**config.mk**
```make
export PLATFORM = sky130hd
export DESIGN_NAME = region_tlb
export DESIGN_NICKNAME = d
export VERILOG_FILES = /design/src/rtl/rtlb_pkg.sv /design/src/rtl/rtlb_region_file.sv /design/src/rtl/rtlb_key_file.sv /design/src/rtl/rtlb_entry_array.sv /design/src/rtl/region_tlb.sv
export SDC_FILE = /design/constraint.sdc
export NUM_CORES = 2
export LEC_CHECK = 0
export BUFFER_PORTS_ARGS = -buffer_cell sky130_fd_sc_hd__buf_2
export CAP_MARGIN = 20
export CORE_MARGIN = 3
export CORE_UTILIZATION = 45
export DETAILED_ROUTE_END_ITERATION = 7
export HOLD_SLACK_MARGIN = 0.05
export SLEW_MARGIN = 20
export SYNTH_ARGS = -nofsm -noshare
export SYNTH_HDL_FRONTEND = slang
export SYNTH_SLANG_ARGS = --single-unit
```
**constraint.sdc**
```tcl
create_clock -name clk -period 15.5 [get_ports clk]
set_clock_uncertainty 0.2 [all_clocks]
set_input_delay 0.775 -clock clk [delete_from_list [all_inputs] [get_ports clk]]
set_output_delay 0.775 -clock clk [all_outputs]
set_load 0.01 [all_outputs]
```
**src/rtl/rtlb_pkg.sv**
```systemverilog
// Package: shared constants and page-size helpers for the region-tagged TLB.
// Assumes a 64-bit virtual address, 3 region-select bits and a 4 KB minimum page.
package rtlb_pkg;
    localparam int VA_W    = 64;
    localparam int REG_SEL = 3;
    localparam int MIN_SH  = 12;
    localparam int VPN_W   = VA_W - REG_SEL - MIN_SH;   // bits 60:12

    typedef enum logic [1:0] {
        ACC_READ  = 2'd0,
        ACC_WRITE = 2'd1,
        ACC_EXEC  = 2'd2,
        ACC_NONE  = 2'd3
    } acc_e;

    // Byte-offset width for a page size code.
    function automatic logic [5:0] ps_shift(input logic [3:0] code);
        case (code)
            4'd0:    return 6'd12;
            4'd1:    return 6'd13;
            4'd2:    return 6'd14;
            4'd3:    return 6'd16;
            4'd4:    return 6'd18;
            4'd5:    return 6'd20;
            4'd6:    return 6'd22;
            4'd7:    return 6'd24;
            4'd8:    return 6'd26;
            default: return 6'd28;
        endcase
    endfunction

    // Page-number compare mask: clears the bits below the page for a shift.
    function automatic logic [VPN_W-1:0] vpn_mask(input logic [5:0] sh);
        logic [5:0] n;
        n = sh - 6'(MIN_SH);
        return ~((VPN_W'(1) << n) - VPN_W'(1));
    endfunction
endpackage

```
**src/rtl/rtlb_region_file.sv**
```systemverilog
// Region register file: eight region identifiers with one write port and
// two read ports (lookup and insert). Writes are visible from the next cycle.
module rtlb_region_file #(
    parameter int RID_W = 18
) (
    input  logic             clk,
    input  logic             rst_n,
    input  logic             wr_en,
    input  logic [2:0]       wr_idx,
    input  logic [RID_W-1:0] wr_rid,
    input  logic [2:0]       lk_sel,
    output logic [RID_W-1:0] lk_rid,
    input  logic [2:0]       in_sel,
    output logic [RID_W-1:0] in_rid
);
    localparam int NREG = 8;

    logic [RID_W-1:0] rid_q [NREG];

    // Hold region identifiers; cleared to zero on reset.
    always_ff @(posedge clk) begin
        if (!rst_n) begin
            for (int i = 0; i < NREG; i++) rid_q[i] <= '0;
        end else if (wr_en) begin
            rid_q[wr_idx] <= wr_rid;
        end
    end

    // Read the identifiers for the lookup and insert addresses.
    always_comb begin
        lk_rid = rid_q[lk_sel];
        in_rid = rid_q[in_sel];
    end

    assert_rr_write_R1: assert property (@(posedge clk) disable iff (!rst_n)
        wr_en |=> rid_q[$past(wr_idx)] == $past(wr_rid))
        else $error("region register write lost");
endmodule

```
**src/rtl/rtlb_key_file.sv**
```systemverilog
// Protection-key register file: NUM_KEYS registers of {valid, key, rwx}.
// Search returns the permissions of the lowest-index valid register whose key
// equals the search key. Assumes keys may repeat; lowest index wins.
module rtlb_key_file #(
    parameter int KEY_W    = 8,
    parameter int NUM_KEYS = 4
) (
    input  logic                        clk,
    input  logic                        rst_n,
    input  logic                        wr_en,
    input  logic [$clog2(NUM_KEYS)-1:0] wr_idx,
    input  logic                        wr_valid,
    input  logic [KEY_W-1:0]            wr_key,
    input  logic [2:0]                  wr_rwx,
    input  logic [KEY_W-1:0]            srch_key,
    output logic                        found,
    output logic [2:0]                  found_rwx
);
    logic [NUM_KEYS-1:0] kv_q;
    logic [KEY_W-1:0]    key_q [NUM_KEYS];
    logic [2:0]          rwx_q [NUM_KEYS];
    logic [NUM_KEYS-1:0] km;

    // Store key registers; all invalid after reset.
    always_ff @(posedge clk) begin
        if (!rst_n) begin
            kv_q <= '0;
            for (int i = 0; i < NUM_KEYS; i++) begin
                key_q[i] <= '0;
                rwx_q[i] <= '0;
            end
        end else if (wr_en) begin
            kv_q[wr_idx]  <= wr_valid;
            key_q[wr_idx] <= wr_key;
            rwx_q[wr_idx] <= wr_rwx;
        end
    end

    // Per-register key compare.
    for (genvar g = 0; g < NUM_KEYS; g++) begin : g_cmp
        assign km[g] = kv_q[g] && (key_q[g] == srch_key);
    end

    // Pick the lowest matching register.
    always_comb begin
        found     = 1'b0;
        found_rwx = 3'b000;
        for (int i = NUM_KEYS - 1; i >= 0; i--) begin
            if (km[i]) begin
                found     = 1'b1;
                found_rwx = rwx_q[i];
            end
        end
    end

    assert_found_match_R4: assert property (@(posedge clk) disable iff (!rst_n)
        found |-> (km != '0))
        else $error("key found without a matching register");
endmodule

```
**src/rtl/rtlb_entry_array.sv**
```systemverilog
// Entry array: NUM_TR pinned slots followed by NUM_TC cache slots. Provides the
// associative lookup match, inserts (pinned by index, cache by round-robin
// pointer) and the ranged purge of cache slots. Assumes software keeps at most
// one matching entry per lookup.
module rtlb_entry_array
    import rtlb_pkg::*;
#(
    parameter int RID_W  = 18,
    parameter int PPN_W  = 28,
    parameter int KEY_W  = 8,
    parameter int NUM_TR = 2,
    parameter int NUM_TC = 4
) (
    input  logic                      clk,
    input  logic                      rst_n,
    // lookup
    input  logic                      lk_en,
    input  logic [RID_W-1:0]          lk_rid,
    input  logic [VPN_W-1:0]          lk_vpn,
    output logic                      lk_hit,
    output logic [PPN_W-1:0]          lk_ppn,
    output logic [3:0]                lk_ps,
    output logic [2:0]                lk_rwx,
    output logic [1:0]                lk_pl,
    output logic [KEY_W-1:0]          lk_key,
    // insert
    input  logic                      ins_valid,
    input  logic                      ins_pinned,
    input  logic [$clog2(NUM_TR)-1:0] ins_slot,
    input  logic [RID_W-1:0]          ins_rid,
    input  logic [VPN_W-1:0]          ins_vpn,
    input  logic [3:0]                ins_ps,
    input  logic [PPN_W-1:0]          ins_ppn,
    input  logic [2:0]                ins_rwx,
    input  logic [1:0]                ins_pl,
    input  logic [KEY_W-1:0]          ins_key,
    // purge
    input  logic                      pg_valid,
    input  logic [RID_W-1:0]          pg_rid,
    input  logic [VPN_W-1:0]          pg_vpn,
    input  logic [5:0]                pg_log2
);
    localparam int N     = NUM_TR + NUM_TC;
    localparam int IDX_W = $clog2(N);
    localparam int TC_W  = $clog2(NUM_TC);
    localparam int TR_W  = $clog2(NUM_TR);

    logic [N-1:0]     e_vld;
    logic [RID_W-1:0] e_rid [N];
    logic [VPN_W-1:0] e_vpn [N];
    logic [3:0]       e_ps  [N];
    logic [PPN_W-1:0] e_ppn [N];
    logic [2:0]       e_rwx [N];
    logic [1:0]       e_pl  [N];
    logic [KEY_W-1:0] e_key [N];
    logic [TC_W-1:0]  rr_ptr;
    logic [IDX_W-1:0] tgt;
    logic [5:0]       pg_sh;
    logic [N-1:0]     hit_v;
    logic [N-1:0]     pg_hit;

    // Insert target slot and clamped purge window.
    always_comb begin
        tgt = ins_pinned ? IDX_W'(ins_slot) : IDX_W'(NUM_TR) + IDX_W'(rr_ptr);
        if (pg_log2 < 6'd12)      pg_sh = 6'd12;
        else if (pg_log2 > 6'd32) pg_sh = 6'd32;
        else                      pg_sh = pg_log2;
    end

    // Per-slot lookup and purge overlap compare.
    for (genvar g = 0; g < N; g++) begin : g_slot
        logic [5:0] esh;
        logic [5:0] osh;
        assign esh = ps_shift(e_ps[g]);
        assign osh = (esh > pg_sh) ? esh : pg_sh;
        assign hit_v[g] = e_vld[g] && (e_rid[g] == lk_rid) &&
                          (((e_vpn[g] ^ lk_vpn) & vpn_mask(esh)) == '0);
        assign pg_hit[g] = (g >= NUM_TR) && e_vld[g] && (e_rid[g] == pg_rid) &&
                           (((e_vpn[g] ^ pg_vpn) & vpn_mask(osh)) == '0);
    end

    // Update slots: insert wins over purge on the same slot.
    always_ff @(posedge clk) begin
        if (!rst_n) begin
            e_vld  <= '0;
            rr_ptr <= '0;
            for (int i = 0; i < N; i++) begin
                e_rid[i] <= '0;
                e_vpn[i] <= '0;
                e_ps[i]  <= '0;
                e_ppn[i] <= '0;
                e_rwx[i] <= '0;
                e_pl[i]  <= '0;
                e_key[i] <= '0;
            end
        end else begin
            for (int i = 0; i < N; i++) begin
                if (ins_valid && tgt == IDX_W'(i)) begin
                    e_vld[i] <= 1'b1;
                    e_rid[i] <= ins_rid;
                    e_vpn[i] <= ins_vpn;
                    e_ps[i]  <= ins_ps;
                    e_ppn[i] <= ins_ppn;
                    e_rwx[i] <= ins_rwx;
                    e_pl[i]  <= ins_pl;
                    e_key[i] <= ins_key;
                end else if (pg_valid && pg_hit[i]) begin
                    e_vld[i] <= 1'b0;
                end
            end
            if (ins_valid && !ins_pinned)
                rr_ptr <= (rr_ptr == TC_W'(NUM_TC - 1)) ? '0 : rr_ptr + 1'b1;
        end
    end

    // Select the hitting slot (lowest index) and its fields.
    always_comb begin
        lk_hit = 1'b0;
        lk_ppn = '0;
        lk_ps  = '0;
        lk_rwx = '0;
        lk_pl  = '0;
        lk_key = '0;
        for (int i = N - 1; i >= 0; i--) begin
            if (hit_v[i]) begin
                lk_hit = 1'b1;
                lk_ppn = e_ppn[i];
                lk_ps  = e_ps[i];
                lk_rwx = e_rwx[i];
                lk_pl  = e_pl[i];
                lk_key = e_key[i];
            end
        end
    end

    assert_single_hit_R2: assert property (@(posedge clk) disable iff (!rst_n)
        lk_en |-> $onehot0(hit_v))
        else $error("more than one entry matched");

    for (genvar t = 0; t < NUM_TR; t++) begin : g_pin_chk
        assert_pinned_kept_R6: assert property (@(posedge clk) disable iff (!rst_n)
            (e_vld[t] && !(ins_valid && ins_pinned && ins_slot == TR_W'(t))) |=> e_vld[t])
            else $error("pinned entry lost");
    end
endmodule

```
**src/rtl/region_tlb.sv**
```systemverilog
// Region-tagged TLB top: region lookup, entry match, key search and fault
// classification, with the result registered one clock after the request.
// Assumes at most one entry matches a lookup and PA_W >= 29.
module region_tlb
    import rtlb_pkg::*;
#(
    parameter int PA_W     = 40,
    parameter int RID_W    = 18,
    parameter int KEY_W    = 8,
    parameter int NUM_KEYS = 4,
    parameter int NUM_TR   = 2,
    parameter int NUM_TC   = 4
) (
    input  logic                        clk,
    input  logic                        rst_n,
    input  logic                        req_valid,
    input  logic [63:0]                 req_va,
    input  logic [1:0]                  req_acc,
    input  logic [1:0]                  req_pl,
    output logic                        res_valid,
    output logic                        res_ok,
    output logic                        res_miss,
    output logic                        res_key_fault,
    output logic                        res_acc_fault,
    output logic [PA_W-1:0]             res_pa,
    input  logic                        rr_we,
    input  logic [2:0]                  rr_idx,
    input  logic [RID_W-1:0]            rr_rid,
    input  logic                        pk_we,
    input  logic [$clog2(NUM_KEYS)-1:0] pk_idx,
    input  logic                        pk_valid,
    input  logic [KEY_W-1:0]            pk_key,
    input  logic [2:0]                  pk_rwx,
    input  logic                        ins_valid,
    input  logic                        ins_pinned,
    input  logic [$clog2(NUM_TR)-1:0]   ins_slot,
    input  logic [2:0]                  ins_region,
    input  logic [48:0]                 ins_vpn,
    input  logic [3:0]                  ins_ps,
    input  logic [PA_W-13:0]            ins_ppn,
    input  logic [2:0]                  ins_rwx,
    input  logic [1:0]                  ins_pl,
    input  logic [KEY_W-1:0]            ins_key,
    input  logic                        pg_valid,
    input  logic [RID_W-1:0]            pg_rid,
    input  logic [48:0]                 pg_page,
    input  logic [5:0]                  pg_log2
);
    localparam int PPN_W = PA_W - MIN_SH;

    logic [RID_W-1:0] lk_rid, in_rid;
    logic             hit;
    logic [PPN_W-1:0] h_ppn;
    logic [3:0]       h_ps;
    logic [2:0]       h_rwx;
    logic [1:0]       h_pl;
    logic [KEY_W-1:0] h_key;
    logic             k_found;
    logic [2:0]       k_rwx;
    logic             perm_ok;
    logic [PA_W-1:0]  off_mask;
    logic [PA_W-1:0]  pa_c;

    rtlb_region_file #(.RID_W(RID_W)) u_rr (
        .clk(clk), .rst_n(rst_n),
        .wr_en(rr_we), .wr_idx(rr_idx), .wr_rid(rr_rid),
        .lk_sel(req_va[63:61]), .lk_rid(lk_rid),
        .in_sel(ins_region), .in_rid(in_rid)
    );

    rtlb_entry_array #(
        .RID_W(RID_W), .PPN_W(PPN_W), .KEY_W(KEY_W),
        .NUM_TR(NUM_TR), .NUM_TC(NUM_TC)
    ) u_arr (
        .clk(clk), .rst_n(rst_n),
        .lk_en(req_valid), .lk_rid(lk_rid), .lk_vpn(req_va[60:12]),
        .lk_hit(hit), .lk_ppn(h_ppn), .lk_ps(h_ps), .lk_rwx(h_rwx),
        .lk_pl(h_pl), .lk_key(h_key),
        .ins_valid(ins_valid), .ins_pinned(ins_pinned), .ins_slot(ins_slot),
        .ins_rid(in_rid), .ins_vpn(ins_vpn), .ins_ps(ins_ps), .ins_ppn(ins_ppn),
        .ins_rwx(ins_rwx), .ins_pl(ins_pl), .ins_key(ins_key),
        .pg_valid(pg_valid), .pg_rid(pg_rid), .pg_vpn(pg_page), .pg_log2(pg_log2)
    );

    rtlb_key_file #(.KEY_W(KEY_W), .NUM_KEYS(NUM_KEYS)) u_pk (
        .clk(clk), .rst_n(rst_n),
        .wr_en(pk_we), .wr_idx(pk_idx), .wr_valid(pk_valid),
        .wr_key(pk_key), .wr_rwx(pk_rwx),
        .srch_key(h_key), .found(k_found), .found_rwx(k_rwx)
    );

    // Rights check and physical address assembly.
    always_comb begin
        logic [2:0] both;
        both = h_rwx & k_rwx;
        case (acc_e'(req_acc))
            ACC_READ:  perm_ok = both[2];
            ACC_WRITE: perm_ok = both[1];
            ACC_EXEC:  perm_ok = both[0];
            default:   perm_ok = 1'b0;
        endcase
        if (req_pl > h_pl) perm_ok = 1'b0;
        off_mask = (PA_W'(1) << ps_shift(h_ps)) - PA_W'(1);
        pa_c     = ({h_ppn, 12'h000} & ~off_mask) | (req_va[PA_W-1:0] & off_mask);
    end

    // Register the classified lookup result.
    always_ff @(posedge clk) begin
        if (!rst_n) begin
            res_valid     <= 1'b0;
            res_ok        <= 1'b0;
            res_miss      <= 1'b0;
            res_key_fault <= 1'b0;
            res_acc_fault <= 1'b0;
            res_pa        <= '0;
        end else begin
            res_valid     <= req_valid;
            res_ok        <= req_valid && hit && k_found && perm_ok;
            res_miss      <= req_valid && !hit;
            res_key_fault <= req_valid && hit && !k_found;
            res_acc_fault <= req_valid && hit && k_found && !perm_ok;
            res_pa        <= (req_valid && hit && k_found && perm_ok) ? pa_c : '0;
        end
    end

    assert_one_cycle_R9: assert property (@(posedge clk) disable iff (!rst_n)
        req_valid |=> res_valid)
        else $error("result not one cycle after request");

    assert_no_spurious_R9: assert property (@(posedge clk) disable iff (!rst_n)
        !req_valid |=> !res_valid)
        else $error("result without request");

    assert_single_outcome_R5: assert property (@(posedge clk) disable iff (!rst_n)
        res_valid |-> $countones({res_ok, res_miss, res_key_fault, res_acc_fault}) == 1)
        else $error("outcome flags not exclusive");

    assert_page_offset_R3: assert property (@(posedge clk) disable iff (!rst_n)
        (res_valid && res_ok) |-> res_pa[11:0] == $past(req_va[11:0]))
        else $error("page offset not carried");
endmodule

```
# Word level (Yosys, flattened, before mapping)
# Memory sizes are Yosys's and may differ from the RTL's.
# Cells that the tools add are included.
# word_totals
mem_bits_rw	860
reg_bits	57
mem_bits_ro	560
mem_count	17
wordCells	380
output_inout_bits	45
# memory_table
memory	words	word_bits	rd	rd_ports_with_merged_regs	write_ports	line	rtl
u_arr.e_vpn	6	49	6	0	6	rtlb_entry_array.sv:50	logic [VPN_W-1:0] e_vpn [N];
u_arr.e_ppn	6	28	6	0	6	rtlb_entry_array.sv:52	logic [PPN_W-1:0] e_ppn [N];
u_rr.rid_q	8	18	2	0	8	rtlb_region_file.sv:18	logic [RID_W-1:0] rid_q [NREG];
u_arr.e_rid	6	18	6	0	6	rtlb_entry_array.sv:49	logic [RID_W-1:0] e_rid [N];
(no name shown)	16	5	1	0	0	rtlb_pkg.sv:18	case (code)
(no name shown)	16	5	1	0	0	rtlb_pkg.sv:18	
+11 memories	--	--	--	--	--	--	
# classes
bitwise	77
n_eq_ne	22
reduce_logical	66
magnitude_cmp	9
add_sub_neg	23
shifts	11
muxes	141
# ops
cell	count
$and 49x49->49	10
$logic_not 49->1	10
$not 49->49	10
$shl 1x6->49 const A	10
$sub 49x2->49 const B	10
$xor 49x49->49	10
$mux 28	12
$mux 49	6
$eq 18x18->1	10
$mux 18	7
$mux 8	13
$and 40x40->40	2
$sub 6x4->6 const B	10
$mux 3	19
$mux 1	48
$mux 4	12
$logic_and 1x1->1	42
$or 1x1->1	42
$not 40->40	1
$or 40x40->40	1
$shl 1x6->40 const A	1
$sub 40x2->40 const B	1
$mux 6	6
$eq 8x8->1	4
other kinds (26)	52

# Depth between registers and ports, before layout
# An unclocked memory read counts as a cell.
# logic_depth
depth_word	26
depth_mapped	47
mapped_depth_nobuf	40

# Hierarchy
# Synthesis repeated with hierarchy kept, for this count alone.
# hier_totals
hier_cells	5576
hier_area_um2	58862.7
# by_module_without_submodules
mod	cells_per_inst	n_inst	area_per_inst_um2
rtlb_entry_array	4635	1	46524.6
rtlb_region_file	481	1	7749.9
region_tlb	263	1	2312.2
rtlb_key_file	197	1	2275.9

# Worst setup path after synthesis
# Ideal clock, no wire load.
# synth_path
path_type	input -> register
from	in ins_pinned
to	mem u_arr.e_key[2][0], enable pin
setup_ps	748
path_slack_ps	5359
required_ps	14552
t_arrival_ps	9193
path_stages	2
cell_sequence	nand2b_1 o31ai_1
# synth_lines
element	line	rtl
start, declared	region_tlb.sv:35	input logic ins_pinned,
end, declared	rtlb_entry_array.sv:55	logic [KEY_W-1:0] e_key [N];

==> results.py <==
metrics = {
    "yosys": {
        "syn_area_um2": 63290,
        "synth-seq-area-share_pct": 42.61,
        "synth_area_per_cell_um2": 9.866,
        "synth_seq_cells": 917,
        "async_reset_ff_share_pct": 0,
        "synth_edf_count": 860,
        "synthFlopType": "edfxtp_1",
        "synth_cells": 6415,
        "synthDistinctLibCells": 126,
        "synth_top_cell_by_area": "edfxtp_1",
        "synth_area_leaders": "edfxtp_1, and2_1, xor2_1",
        "yosys.area.top_type_share_pct": 40.80,
        "ys.warnings.count": 0,
        "syn-num-nets": 6772,
    },
    "timing": {
        "slew_violations": 0,
        "tightest_slew_ns": 1.162,
        "finalWorstSetupSlack_ns": 3.021,
        "finalCriticalPeriod_ns": 12.48,
        "finalSetupViolCount": 0,
        "relSlewSlack_pct": 21.57,
        "setup_tns_ns": 0,
        "max_freq_ghz": 0.08013,
        "period_share_pct": 80.51,
        "finalHoldViolations": 0,
        "rsz0062_at_grt": "no",
    },
    "setup_path": {
        "slowest_delay_ns": 0.86,
        "arrival_ns": 12.90,
        "critPathKind": "register to register",
        "end_kind": "register",
        "cp-endpoint": "res_pa[14]",
        "path_common_cell": "ha_1",
        "r2r_slack_ns": 3.02,
        "crit_required_ns": 15.92,
        "r2r-end": "res_pa[14]",
        "startpoint_type": "register",
        "r2r-start": "u_arr.e_ps[0][12]",
        "cp_max_fo": 24,
        "worstSetupStartpoint": "u_arr.e_ps[0][12]",
        "ff2ff_path_depth": 40,
        "crit_slowest_cell": "nor4_2",
    },
    "grt": {
        "grt_pass1_vias": 52530,
        "antenna_found_initial": 51,
        "grt_pass1_wl_um": 421600,
        "grt.overflow.total": 0,
        "grtUsageTotal_pct": 40.99,
        "grt_max_degree": 113,
    },
    "cells_and_area": {
        "syn_to_final_growth_pct": 11.79,
        "nets": 6944,
        "final_common_cell": "edfxtp_1",
        "drive_above_1_share_pct": 13.24,
        "fin_cells": 8568,
        "layout_common_cells": "edfxtp_1, and2_1, nor2_1, xor2_1, nand2_1",
    },
    "run_status": {
        "status": "finished clean",
    },
    "route": {
        "wl_um": 307900,
        "firstDrtPassIters": 8,
        "drtAntennaViolNets": 0,
        "initialDrtViolationCount": 8679,
        "drc": 0,
        "post_drt_wl_per_cell_um": 35.93,
        "vias": 56740,
        "vias_per_cell": 6.623,
    },
    "clock_network": {
        "cts_setup_buffers": 0,
        "h-tree-depth": 3,
        "tritoncts.num_buffers": 107,
        "postCtsHoldBufs": 9,
        "cts_root_buf": "clkbuf_16",
        "cts_resized": 0,
        "cts_buffer_depth": 3,
        "clk_pin_slew_ns": 0.06,
        "cts_sinks": 917,
        "cts_tree": "done",
        "insertion_delay_ns": 0.79,
    },
    "placement": {
        "port_buffers": 326,
        "pre_cts_ws_ns": 3.439,
        "hpwl_um": 230500,
        "routabilityCongestion": 1.086,
        "dp_cells": 8331,
    },
    "die": {
        "io_pins": 327,
        "fp.dieArea_um2": 145200,
        "row_count": 136,
        "die_h_um": 381.0,
        "die_width_um": 381.0,
        "initial_core_util_pct": 45.69,
        "core-area_um2": 138500,
    },
    "run": {
        "maxCapViolCount": 0,
    },
    "worst_hold_path": {
        "hp-class": "primary input to register",
    },
    "power": {
        "ir_worst_vdd_uv": 89.32,
        "power_density_nw_per_um2": 107.9,
        "power.leakage_uw": 0.02619,
    },
}
-- worst max-delay path, delay by kind of cell, from the launching register on --
family	cells	cell delay, ns
simple gates	18	4.34
compound gates	9	3.09
buf+inv	6	1.86
fa+ha+maj	5	1.70
mux	2	0.57
flops	1	0.52
-- through the flow --
step / util [%] / hold WS [ns] / cell area (um^2) / total power (uW)
final: 51.08 / 0.09266 / 70750 / 7635
after global routing: 51.04 / 0.07152 / 70700 / 7841
after CTS: 51.02 / 0.06251 / 70670 / 7559
after detailed placement: 48.33 / 0.2480 / 66940 / 4942
after global placement: 48.27 / 0.2370 / 66860 / 4946
after floorplan: - / 0.2263 / 63290 / 4172
-- layout make-up --
cell class | count | area [um^2]
clock buffers | 134 | 2870
clock inverters | 65 | 773.2
well taps | 1863 | 2331
repair buffers | 472 | 2778
inverters | 117 | 440.4
fillers | 12860 | 67760
flip-flops and latches | 917 | 26970
multi-input cells | 4972 | 34520
diodes | 28 | 70.07
-- metal layers --
metal	GRT usage (%)	part of all wire (%)	up-vias
met5	0	0.042	-
met4	21.83	6.2	18
met3	10.40	11	692
met2	58.58	42	3791
met1	56.89	41	28220
li1	-	-	24020
-- synthesized netlist by cell type, drive strengths merged (37+ instances only) --
library cell / number
and2: 758
nand2: 376
nor2b: 47
o211ai: 51
a221oi: 44
a211oi: 65
o31ai: 57
or3: 40
clkbuf: 297
nor4: 101
ha: 75
mux2i: 171
nand3: 180
a31oi: 59
nand4: 127
dfxtp: 57
o21ai: 228
o22ai: 37
inv: 106
edfxtp: 860
nor2: 501
xnor2: 365
buf: 112
nor3: 194
nand2b: 57
mux4: 44
a21oi: 259
xor2: 402
-- how the worst min path moves through the flow --
stage	start	to	slack, ns	cells after the start
finish	req_va[2]	res_pa[2]	0.09	3
CTS	req_va[2]	res_pa[2]	0.06	3
global route	req_va[0]	res_pa[0]	0.07	3
floorplan	u_arr.e_vld[1]	u_arr.e_vld[1]	0.23	2
detailed placement	u_arr.e_vld[1]	u_arr.e_vld[1]	0.25	2
global placement	u_arr.e_vld[1]	u_arr.e_vld[1]	0.24	2
-- cell families (layout without fill, tap and decap cells) --
kind of cell | count (synthesis) | in the layout | synth area share [%]
AND/OR/NAND/NOR | 2647 | 2647 | 22.97
AO/OA/AOI/OAI | 1231 | 1231 | 14.00
flip-flops | 917 | 917 | 42.61
XOR/XNOR | 767 | 767 | 10.61
buffers and inverters | 526 | 788 | 3.369
multiplexers | 250 | 250 | 4.932
adder cells (fa/ha/maj) | 77 | 77 | 1.514
other | 0 | 28 | 0
-- state kept, by name (all words and copies together), names as in the netlist --
name,cells
res_pa,40
u_arr.e_vld,6
res_valid,1
res_acc_fault,1
u_arr.rr_ptr,2
res_miss,1
u_arr.e_vpn,294
res_key_fault,1
u_arr.e_pl,12
u_rr.rid_q,144
u_pk.kv_q,4
u_arr.e_ppn,168
res_ok,1
u_pk.rwx_q,12
u_arr.e_ps,24
u_pk.key_q,32
u_arr.e_rid,108
u_arr.e_rwx,18
u_arr.e_key,48
-- power by group --
group	internal [uW]	switching [uW]
registers	2850	100
logic	617	1430
clock network	1510	1140
Note: power is estimated with default switching activity, not from simulation.
